`src/rtl/msd_pkg.sv`:
```
package msd_pkg;
  localparam int unsigned LINES = 4;
  localparam int unsigned STAT_W = 2 * LINES;
  // line index inside the level/flag vectors
  typedef enum int unsigned {
    LN_CTS = 0,
    LN_DSR = 1,
    LN_RI  = 2,
    LN_DCD = 3
  } line_e;
  // lines whose flag fires only on a 1->0 transition
  localparam logic [LINES-1:0] TRAIL_ONLY = 4'b0100;
endpackage

```
`src/rtl/msd_sync.sv`:
```
module msd_sync #(
  parameter int unsigned WIDTH  = 4,
  parameter int unsigned STAGES = 2
) (
  input  logic             clk,
  input  logic             rst,
  input  logic [WIDTH-1:0] d_i,
  output logic [WIDTH-1:0] q_o
);
  logic [WIDTH-1:0] stage_q [STAGES];

  generate
    for (genvar s = 0; s < STAGES; s++) begin : g_stage
      if (s == 0) begin : g_first
        always_ff @(posedge clk) begin
          if (rst) stage_q[0] <= '0;
          else     stage_q[0] <= d_i;
        end
      end else begin : g_next
        always_ff @(posedge clk) begin
          if (rst) stage_q[s] <= '0;
          else     stage_q[s] <= stage_q[s-1];
        end
      end
    end
  endgenerate

  assign q_o = stage_q[STAGES-1];
endmodule

```
`src/rtl/msd_edge.sv`:
```
module msd_edge #(
  parameter int unsigned    WIDTH     = 4,
  parameter logic [WIDTH-1:0] FALL_ONLY = '0
) (
  input  logic             clk,
  input  logic             rst,
  input  logic [WIDTH-1:0] lvl_i,
  output logic [WIDTH-1:0] ev_o
);
  logic [WIDTH-1:0] prev_q;

  always_ff @(posedge clk) begin
    if (rst) prev_q <= '0;
    else     prev_q <= lvl_i;
  end

  generate
    for (genvar i = 0; i < WIDTH; i++) begin : g_line
      if (FALL_ONLY[i]) begin : g_fall
        assign ev_o[i] = prev_q[i] & ~lvl_i[i];
      end else begin : g_any
        assign ev_o[i] = prev_q[i] ^ lvl_i[i];
      end
    end
  endgenerate
endmodule

```
`src/rtl/msd_flags.sv`:
```
module msd_flags #(
  parameter int unsigned WIDTH = 4
) (
  input  logic             clk,
  input  logic             rst,
  input  logic [WIDTH-1:0] ev_i,
  input  logic             rd_i,
  input  logic             en_i,
  output logic [WIDTH-1:0] flags_o,
  output logic             irq_o
);
  logic [WIDTH-1:0] flags_q, flags_d;
  logic             irq_q;

  always_comb begin
    flags_d = (rd_i ? '0 : flags_q) | ev_i;
  end

  always_ff @(posedge clk) begin
    if (rst) begin
      flags_q <= '0;
      irq_q   <= 1'b0;
    end else begin
      flags_q <= flags_d;
      irq_q   <= en_i & (|flags_d);
    end
  end

  assign flags_o = flags_q;
  assign irq_o   = irq_q;
endmodule

```
`src/rtl/msd_top.sv`:
```
module msd_top
  import msd_pkg::*;
#(
  parameter int unsigned SYNC_STAGES = 2
) (
  input  logic              clk,
  input  logic              rst,
  input  logic              cts_i,
  input  logic              dsr_i,
  input  logic              ri_i,
  input  logic              dcd_i,
  input  logic              rd_stb,
  input  logic              msi_en,
  output logic [STAT_W-1:0] status_o,
  output logic              irq_o
);
  logic [LINES-1:0] raw_w, lvl_w, ev_w, flags_w;

  assign raw_w[LN_CTS] = cts_i;
  assign raw_w[LN_DSR] = dsr_i;
  assign raw_w[LN_RI]  = ri_i;
  assign raw_w[LN_DCD] = dcd_i;

  msd_sync #(.WIDTH(LINES), .STAGES(SYNC_STAGES)) u_sync (
    .clk(clk), .rst(rst), .d_i(raw_w), .q_o(lvl_w)
  );

  msd_edge #(.WIDTH(LINES), .FALL_ONLY(TRAIL_ONLY)) u_edge (
    .clk(clk), .rst(rst), .lvl_i(lvl_w), .ev_o(ev_w)
  );

  msd_flags #(.WIDTH(LINES)) u_flags (
    .clk(clk), .rst(rst), .ev_i(ev_w), .rd_i(rd_stb), .en_i(msi_en),
    .flags_o(flags_w), .irq_o(irq_o)
  );

  assign status_o = {lvl_w, flags_w};
endmodule

```
`config.mk`:
```
export PLATFORM = sky130hd
export DESIGN_NAME = msd_top
export DESIGN_NICKNAME = d
export VERILOG_FILES = /design/src/rtl/msd_pkg.sv /design/src/rtl/msd_sync.sv /design/src/rtl/msd_edge.sv /design/src/rtl/msd_flags.sv /design/src/rtl/msd_top.sv
export SDC_FILE = /design/constraint.sdc
export NUM_CORES = 1
export LEC_CHECK = 0
export BUFFER_PORTS_ARGS = -buffer_cell sky130_fd_sc_hd__buf_4
export CAP_MARGIN = 0
export CORE_AREA = 2 2 39 41
export CTS_CLUSTER_DIAMETER = 200
export DETAILED_ROUTE_END_ITERATION = 8
export DIE_AREA = 0 0 41 43
export PLACE_DENSITY = 0.66
export SYNTH_ARGS = -nofsm -noshare
export SYNTH_HDL_FRONTEND = slang
export SYNTH_SLANG_ARGS = --single-unit
```
`constraint.sdc`:
```
create_clock -name clk -period 0.8 [get_ports clk]
set_input_delay 0.08 -clock clk [delete_from_list [all_inputs] [get_ports clk]]
set_output_delay 0.08 -clock clk [all_outputs]
set_load 0.05 [all_outputs]
```
==> results of run 1 <==
[worst max-delay path by stage]
stage	to	cells past startpoint
6_report	status_o[5]	2
2_1_floorplan	u_flags.irq_o	3
3_3_place_gp	u_flags.irq_o	3
3_5_place_dp	u_flags.irq_o	3
5_1_grt	status_o[5]	2
4_1_cts	status_o[7]	2
[cell usage after synthesis]
library cell / count / area (um2)
nor2_1: 5 / 18.77
inv_1: 1 / 3.750
a41oi_1: 1 / 8.760
a21oi_1: 3 / 15.01
a22oi_1: 1 / 7.510
nand2b_1: 1 / 6.260
nor2b_1: 10 / 62.56
nor2b_2: 1 / 8.760
clkinv_2: 1 / 5.000
buf_2: 1 / 5.000
dfxtp_1: 17 / 340.3
xor2_1: 3 / 26.28
[layout make-up]
class / count / area (um2)
Multi-Input combinational cell: 25 / 170.2
Clock buffer: 4 / 26.28
Inverter: 2 / 8.758
Timing Repair Buffer: 22 / 251.5
Fill cell: 121 / 545.5
Tap cell: 16 / 20.02
Sequential cell: 17 / 361.6
[registers in the layout, summed over array words and instances (netlist names)]
name / count
u_edge.prev_q: 4
u_flags.irq_o: 1
u_sync.stage_q: 8
u_flags.flags_o: 4
[layer usage]
layer  routed length (um)  global-route usage, %  vias to the layer above
met5                    0                      0                        -
met4                   25                  12.00                        0
met3                   42                  3.141                        4
met2                  442                  19.69                       15
met1                  367                  12.67                      179
li1                     -                      -                      189
[stage by stage]
step | cells | hold WS [ps] | utilization [%]
after floorplan | 45 | 141.9 | -
after global placement | 79 | 291.1 | 49.91
after detailed placement | 79 | 295.4 | 49.91
after CTS | 86 | 6.651 | 58.95
after global routing | 86 | 6.134 | 60.58
final | 86 | 12.55 | 60.58
[timing repair]
| action | 4_1_cts | 5_1_grt |
|---|---|---|
| endpoints found under the setup margin | 13 | 13 |
| resized for setup | 19 | 6 |
| endpoints found under the hold margin | 3 | 0 |
| hold buffers | 3 | 0 |
| pin swaps | 4 | 0 |
[power by group]
| group | switching [mW] | internal, mW |
|---|---|---|
| registers | 0.0235 | 0.879 |
| clock network | 0.252 | 0.194 |
| logic | 0.132 | 0.128 |
| total | 0.408 | 1.20 |
[cells by family (layout without fill, tap and decap cells)]
group | Yosys count | after routing
AOI/OAI and AO/OA | 5 | 5
xor gates and xnor gates | 3 | 3
DFF | 17 | 17
buffers and inverters | 3 | 28
and+or+nand+nor | 17 | 17
==> results.md, run 1 <==
- Status: finished with violations
- Failing checks: setup timing
- Synth cell types: 12
- Die X: 41 um
- Overall Global Routing Usage: 12.69%
- Clock root buffer: clkbuf_4
- Vias in the first global route: 383
- Final WL: 878 um
- Fin. Hold Viols: 0
- Setup Total Neg Slack: -1037 ps
- Hold Path Sink: u_sync.stage_q[0][1]
- Worst Reg-to-Reg Cells: 3
- Register area share after synthesis: 67.00%
- Reg2reg end: u_flags.irq_o
- Post-synthesis compound-gate area fraction: 6.158%
- Mapped Area: 508.0 um2
- Worst Setup SP: u_sync.stage_q[1][1]
- Synth Warn #: 0
- Clock transition at path regs: 90 ps
- Final Setup Violations: 11
- Die span in y: 43 um
- WP buf/inv: 2
- Commonest non-fill, non-tap cell in the layout: nor2b_1
- Clk_lat worst skew: 280 ps
- DR vias/cell: 4.500
- Worst EP arrival: 890 ps
- Synth Area in XOR/XNOR: 5.172%
- Most frequent cells in the layout: nor2b_1, buf_8, dfxtp_1, buf_4
- Total gr overflow: 0
- Hold path start: dsr_i
- Nature of the critical path endpoint: primary output
- Longest Clk Path Bufs: 2
- Via Count: 387
- Share of post-route cells with drive strength above 1: 54.29%
- Starting Density: 36.71%
- Hold Crit Depth: 2
- Relative slew slack: 86.93%
- Total power: 1.608 mW
- Num rows: 14
- Syn Nets: 53
- Max-capacitance violation count: 0
- # clock sinks: 17
- Antenna-violating nets left: 0
- Hold Crit Class: primary input to flop
- Yosys reg bits: 17
- Avg Cell Area, Syn: 11.29 um2
- Largest family of logic cells by synthesized area: simple AND/OR/NAND/NOR gates
- Setup ws final: -170.6 ps
- P&R area growth vs syn: 65.02%
- Core ar.: 1384 um2
- RSZ-0062 raised after global routing: true
- CP cell instances: buf_6 > buf_8
- GPL Wtd Cong: 0.6329
- Count of final max-slew check failures: 0
- Synth Area in Simple Gates: 18.97%
- Slowest cell on crit path: dfxtp_4
- Register-to-register setup slack: -120 ps
- Ant. Diodes: 0
- Top delay family on crit path: flip-flops
- H-Tree Depth: 1
- Drt drc: 0
- Fraction of the mapped netlist area in adder cells: 0%
- Crit Reg-Reg Startpoint: u_sync.stage_q[1][1]
- DR iter-0 viols: 3
- Slew @ Worst Pin: 195.3 ps
- Initial antenna violation count: 0
- Tcrit/Tclk final: 121.3%
- Placed Area: 690.7 um2
- # nets final: 79
- Max frequency: 1030 MHz
- Worst Clk Skew: 1.196 ps
- CTS tree: yes
- Peak supply drop: 1139 uV
- Design Area, Final: 838.3 um2
- Die area: 1763 um2
- Max incr delay on CP: 360 ps
- Max Fanout on Critical Path: 2
- Pwr dens: 1918 nW/um2
- WP data required: 720 ps
- Post-synthesis mux area share: 0%
- Tmin final: 970.6 ps
- Critical path type: flop to primary output
- Initial DRT Pass Iterations: 2
- Pre-CTS setup slack: -104.7 ps
- Instance count of the mapped netlist: 45
- Hpwl dp: 538 um
- I/O pins: 17
- Startpoint types: flop
- Total CTS buffers: 3
- Pleak: 0.3646 nW
- Largest net degree at the start of global routing: 18
- Post-CTS Setup Inserts: 0
- DR WL/cell: 10.21 um
- First-pass GRT wire length: 1414 um
- PortBufs: 16
No activity file was read; power rests on OpenSTA's default activity.
==> inputs of run 2 (changes only) <==
--- a/config.mk
+++ b/config.mk
@@ -7,10 +7,11 @@
 export LEC_CHECK = 0
 export BUFFER_PORTS_ARGS = -buffer_cell sky130_fd_sc_hd__buf_4
 export CAP_MARGIN = 0
-export CORE_AREA = 2 2 39 41
+export CORE_AREA = 4 4 41 43
 export CTS_CLUSTER_DIAMETER = 200
+export CTS_CLUSTER_SIZE = 20
 export DETAILED_ROUTE_END_ITERATION = 8
-export DIE_AREA = 0 0 41 43
+export DIE_AREA = 0 0 45 47
 export PLACE_DENSITY = 0.66
 export SYNTH_ARGS = -nofsm -noshare
 export SYNTH_HDL_FRONTEND = slang
==> constraint.sdc (replaced) <==
create_clock -name clk -period 0.8 [get_ports clk]
set_input_delay 0.12 -clock clk [delete_from_list [all_inputs] [get_ports clk]]
set_output_delay 0.12 -clock clk [all_outputs]
set_load 0.05 [all_outputs]
==> run 2 against run 1 <==
Effect of this change: the flow still finishes with violations (setup timing); highest routed layer unchanged; hold slack better by 12 ps; sequential power fell by 0.6%; count of clock-buffer cells in the layout decreased by 1; first-iteration DRC count unchanged; clock skew up 11 ps; critical endpoint is now status_o[7]; power up 1.9%; worst setup slack got worse by 55 ps; global-route usage is 2.9 points lower; largest power group unchanged; critical path depth unchanged; largest cell class unchanged.
==> results.md, run 2 (synthesized netlist as in run 1, its figures left out) <==
- Initial DRT Pass Iterations: 2
- Startpoint types: flop
- Starting Density: 39.04%
- Vias in the first global route: 329
- GPL Wtd Cong: 0.6581
- Core ar.: 1301 um2
- Final WL: 1044 um
- Tmin final: 1026 ps
- Worst EP arrival: 910 ps
- DR vias/cell: 4.239
- Clk_lat worst skew: 300 ps
- Overall Global Routing Usage: 9.801%
- Max frequency: 974.7 MHz
- Final Non-Filler Cells: 88
- Peak supply drop: 1079 uV
- Hold Crit Class: primary input to flop
- Clock transition at path regs: 100 ps
- Wire length on met2: 519 um
- Relative slew slack: 87.46%
- Placed cells: 79
- Die area: 2115 um2
- P&R area growth vs syn: 72.91%
- Antenna-violating nets left: 0
- Failing checks: setup timing
- RSZ-0062 raised after global routing: true
- WP data required: 680 ps
- Count of final max-slew check failures: 0
- Placed Area: 696.9 um2
- # clock sinks: 17
- Longest Clk Path Bufs: 2
- DR WL/cell: 11.86 um
- I/O pins: 17
- Uppermost layer routed: met4
- Num rows: 13
- Status: finished with violations
- # nets final: 82
- Setup Total Neg Slack: -1903 ps
- Clock root buffer: clkbuf_4
- Via Count: 373
- Pleak: 0.3883 nW
- Met1 WL: 443 um
- DR iter-0 viols: 3
- Nature of the critical path endpoint: primary output
- Pwr dens: 1865 nW/um2
- Die span in y: 47 um
- CTS tree: yes
- Drt drc: 0
- Fin. Hold Viols: 0
- Total gr overflow: 0
- First-pass GRT wire length: 1386 um
- Slew @ Worst Pin: 187.4 ps
- Initial antenna violation count: 0
- Design Area, Final: 878.3 um2
- Tcrit/Tclk final: 128.2%
- Reg with most FFs: u_sync.stage_q
- Setup ws final: -226.0 ps
- Critical path type: flop to primary output
- Total CTS buffers: 3
- Die X: 45 um
- Post-CTS Hold Fix Bufs: 0
- H-Tree Depth: 1
- Max Fanout on Critical Path: 2
- Worst Reg-to-Reg Cells: 5
- Largest net degree at the start of global routing: 11
- PortBufs: 16
- Met3 Wirelength: 65 um
- Most frequent cells in the layout: nor2b_1, buf_4, buf_8, dfxtp_1
- Max-capacitance violation count: 0
- Max reg flops: 8
- Worst Clk Skew: 12.13 ps
- Share of post-route cells with drive strength above 1: 61.64%
- Ant. Diodes: 0
- Hold Crit Depth: 2
- Final Setup Violations: 13
-- run 2: timing repair --
| item | 4_1_cts | 5_1_grt |
|---|---|---|
| pin swaps | 4 | 2 |
| gates resized for setup | 24 | 7 |
| buffers inserted | 2 | 3 |
| setup endpoints to repair | 11 | 13 |
-- run 2: metal layers --
| metal | track usage (%) | up-vias |
|---|---|---|
| met5 | 0 | - |
| met4 | 8.772 | 0 |
| met3 | 3.448 | 2 |
| met2 | 16.38 | 15 |
| met1 | 9.557 | 161 |
| li1 | - | 195 |
-- run 2: power by group --
group	leakage, nW	switching [mW]	internal (mW)
Combinational	0.225	0.142	0.142
Clock	0.0177	0.272	0.186
Sequential	0.145	0.0219	0.875
-- run 2: per-stage QoR --
| stage | power, mW | utilization (%) | hold WS [ps] | setup slack, ps |
|---|---|---|---|---|
| final | 1.638 | 67.50 | 24.49 | -226.0 |
| after global routing | 1.713 | 67.50 | 14.81 | -272.9 |
| after CTS | 1.619 | 63.56 | 25.64 | -228.6 |
| after detailed placement | 1.123 | 53.56 | 336.1 | -113.3 |
| after global placement | 1.120 | 53.56 | 330.7 | -78.36 |
| after floorplan | 1.040 | - | 181.9 | -132.3 |
-- run 2: critical path, stage by stage (launching register included) --
cell and delay, ps:
dfxtp_4 360, buf_6 110, buf_8 140
-- run 2: worst paths after layout --
| path | from | to | slack, ps |
|---|---|---|---|
| worst max register to register | u_sync.stage_q[1][0] | u_flags.flags_o[0] | -220 |
| worst min-delay path | dcd_i | u_sync.stage_q[0][3] | 20 |
| worst min register to register | u_sync.stage_q[0][1] | u_sync.stage_q[1][1] | 440 |
| worst max-delay path | u_sync.stage_q[1][3] | status_o[7] | -230 |
-- run 2: cell type report --
class,count,area [um2]
flip-flops and latches,17,366.6
inverters,2,8.758
well taps,15,18.77
clock inverters,1,5.005
clock buffers,3,22.52
multi-input cells,25,178.9
repair buffers,25,277.8
fillers,95,422.9
==> inputs of run 3 (changes only) <==
--- a/config.mk
+++ b/config.mk
@@ -7,12 +7,13 @@
 export LEC_CHECK = 0
 export BUFFER_PORTS_ARGS = -buffer_cell sky130_fd_sc_hd__buf_4
 export CAP_MARGIN = 0
-export CORE_AREA = 4 4 41 43
+export CORE_AREA = 4 4 42 44
 export CTS_CLUSTER_DIAMETER = 200
 export CTS_CLUSTER_SIZE = 20
 export DETAILED_ROUTE_END_ITERATION = 8
-export DIE_AREA = 0 0 45 47
-export PLACE_DENSITY = 0.66
+export DIE_AREA = 0 0 46 48
+export PLACE_DENSITY = 0.65
 export SYNTH_ARGS = -nofsm -noshare
 export SYNTH_HDL_FRONTEND = slang
+export SYNTH_HIERARCHICAL = 1
 export SYNTH_SLANG_ARGS = --single-unit
==> run 3 against run 2 <==
Effect of this change: the run still ends with setup timing left; first-iteration DRC count unchanged; largest cell class unchanged; count of clock-buffer cells in the layout increased by 1; sequential share of layout area decreased by 4.1 points; critical path depth increased by 1.
==> results.md, run 3 <==
- Status: finished with violations
- Failing checks: setup timing
- Die area: 2208 um2
- Hold Crit Depth: 2
- Fill count: 112
- First-pass GRT wire length: 1635 um
- Reg with most FFs: u_sync/stage_q
- Nature of the critical path endpoint: flop
- Yosys reg bits: 17
- Synth Warn #: 6
- Hold path start: cts_i
- WP buf/inv: 1
- DR iter-0 viols: 3
- Die span in y: 48 um
- Footprint of the multi-input gates: 229.0 um2
- WP data required: 950 ps
- Hold_ws: 42.01 ps
- Vias in the first global route: 427
- Largest family of logic cells by synthesized area: simple AND/OR/NAND/NOR gates
- Num rows: 14
- Initial antenna violation count: 0
- Number of enable flip-flop cells after synthesis: 0
- Final Setup Violations: 13
- Synth Area in XOR/XNOR: 4.850%
- Most instantiated library cell after synthesis: dfxtp_1
- Max-capacitance violation count: 0
- Overall Global Routing Usage: 10.96%
- Levels on crit path: 3
- Final Non-Filler Cells: 98
- Startpoint types: flop
- H-Tree Depth: 1
- Crit Reg-Reg Startpoint: u_flags/flags_o[0]
- Worst Clk Skew: 4.850 ps
- Syn Nets: 58
- Area leader, netlist: dfxtp_1
- Drt drc: 0
- Setup ws final: -262.2 ps
- Pwr dens: 1718 nW/um2
- Clk_lat worst skew: 280 ps
- FF/Latch Area: 362.8 um2
- Ant. Diodes: 0
- P&R area growth vs syn: 78.06%
- Slew @ Worst Pin: 356.4 ps
- Via Count: 441
- Hold Crit Class: primary input to flop
- I/O pins: 17
- Max reg flops: 8
- Synth Area in Simple Gates: 24.71%
- Share of post-route cells with drive strength above 1: 58.54%
- Worst Reg-to-Reg Cells: 3
- Relative slew slack: 76.02%
- Clock transition at path regs: 90 ps
- Fraction of the mapped netlist area in adder cells: 0%
- Worst EP arrival: 1220 ps
- Register area share after synthesis: 62.82%
- Post-synth top cells: dfxtp_1, nor2b_1, nand2b_1
- Instance count of the mapped netlist: 50
- Final core utilization: 67.16%
- # clock sinks: 17
- Asr flop ratio synth: 0%
- Post-synthesis mux area share: 0%
- Most frequent cells in the layout: nor2b_1, buf_4, buf_8, buf_6, dfxtp_1
- RSZ-0062 raised after global routing: true
- Count of final max-slew check failures: 0
- Design Area, Final: 964.7 um2
- Antenna-violating nets left: 0
- Die X: 46 um
- Fin. Hold Viols: 0
- Synth area leaders: dfxtp_1, nor2b_1, nand2b_1
- Avg Cell Area, Syn: 10.84 um2
- Final WL: 1160 um
- Total gr overflow: 0
- PortBufs: 16
- Commonest non-fill, non-tap cell in the layout: nor2b_1
- CTS tree: yes
- CP cell instances: buf_4 > nor4_1 > o22ai_1
- GPL Wtd Cong: 0.7217
- Total power: 1.658 mW
- Post-synthesis compound-gate area fraction: 4.850%
- Worst Setup SP: u_flags/flags_o[0]
- Largest net degree at the start of global routing: 10
- Mapped Area: 541.8 um2
- Tcrit/Tclk final: 132.8%
- Peak supply drop: 1026 uV
- Tmin final: 1062 ps
- Post-CTS Hold Fix Bufs: 0
- Placed cells: 91
- Total CTS buffers: 3
- Synth top area share: 62.82%
- Synth cell types: 9
- Slowest cell on crit path: dfxtp_2
- Critical path type: flop to flop
- Starting Density: 37.72%
- Pleak: 0.4126 nW
- Max incr delay on CP: 340 ps
- Primary FF master, synth: dfxtp_1
- # nets final: 91
- DR vias/cell: 4.500
- Hpwl dp: 795.2 um
- Clock root buffer: clkbuf_4
- Max frequency: 941.4 MHz
- Max Fanout on Critical Path: 2
- DR WL/cell: 11.84 um
- Initial DRT Pass Iterations: 2
- Core ar.: 1436 um2
- Longest Clk Path Bufs: 2
- Top delay family on crit path: flip-flops
- Placed Area: 769.5 um2
run 3: cell count changes in the layout (fill, tap and decap cells not counted), sizes merged, moves of 2 or more:
cell	previous run	this run
inv	1	4
nand2b	1	5
clkinv	2	0
nor2	5	0
nor4	0	2
nor2b	11	13
buf	25	28
run 3: timing repair:
action                                  CTS  global route
endpoints found under the hold margin     0             0
setup buffers                             3             0
pin swaps                                 3             0
gates resized for setup                  31             6
endpoints found under the setup margin   12            13
run 3: layer usage:
layer	vias to the layer above	GRT usage [%]	routed length, um
met5	-	0	0
met4	0	8.523	14
met3	2	3.759	91
met2	15	19.51	655
met1	205	10.20	399
li1	219	-	-
run 3: cells by family (layout without fill, tap and decap cells):
logic type,Yosys count,in the layout
flops,17,17
xor+xnor,3,3
simple gates,21,21
buf+inv,4,36
compound gates,5,5
run 3: path summary, 6_finish.rpt:
kind | slack [ps] | end
setup / recovery | -260 | u_flags/irq_o
hold / removal | 40 | u_sync/stage_q[0][0]
setup reg to reg | -260 | u_flags/irq_o
hold reg to reg | 440 | u_sync/stage_q[1][2]
run 3: through the flow:
| step | setup TNS [ps] | setup slack (ps) |
|---|---|---|
| 6_report | -2047 | -262.2 |
| 5_1_grt | -2585 | -264.5 |
| 4_1_cts | -2170 | -232.9 |
| 3_5_place_dp | -249.9 | -249.9 |
| 3_3_place_gp | -166.0 | -166.0 |
| 2_1_floorplan | -319.8 | -229.6 |
run 3: power by group:
part	switching, mW	internal (mW)
clock network	0.238	0.193
registers	0.0241	0.880
logic	0.155	0.168
total	0.417	1.24
run 3: cell type report:
type | count | share of cell area [%]
inverters | 4 | 1.556
multi-input cells | 29 | 23.74
repair buffers | 28 | 32.30
clock buffers | 4 | 2.724
flip-flops and latches | 17 | 37.61
well taps | 16 | 2.075
run 3: worst register-to-register path, cell delays in order, from the launching register on:
cell and delay (ps):
dfxtp_2 340, buf_4 130, nor4_1 330, o22ai_1 150
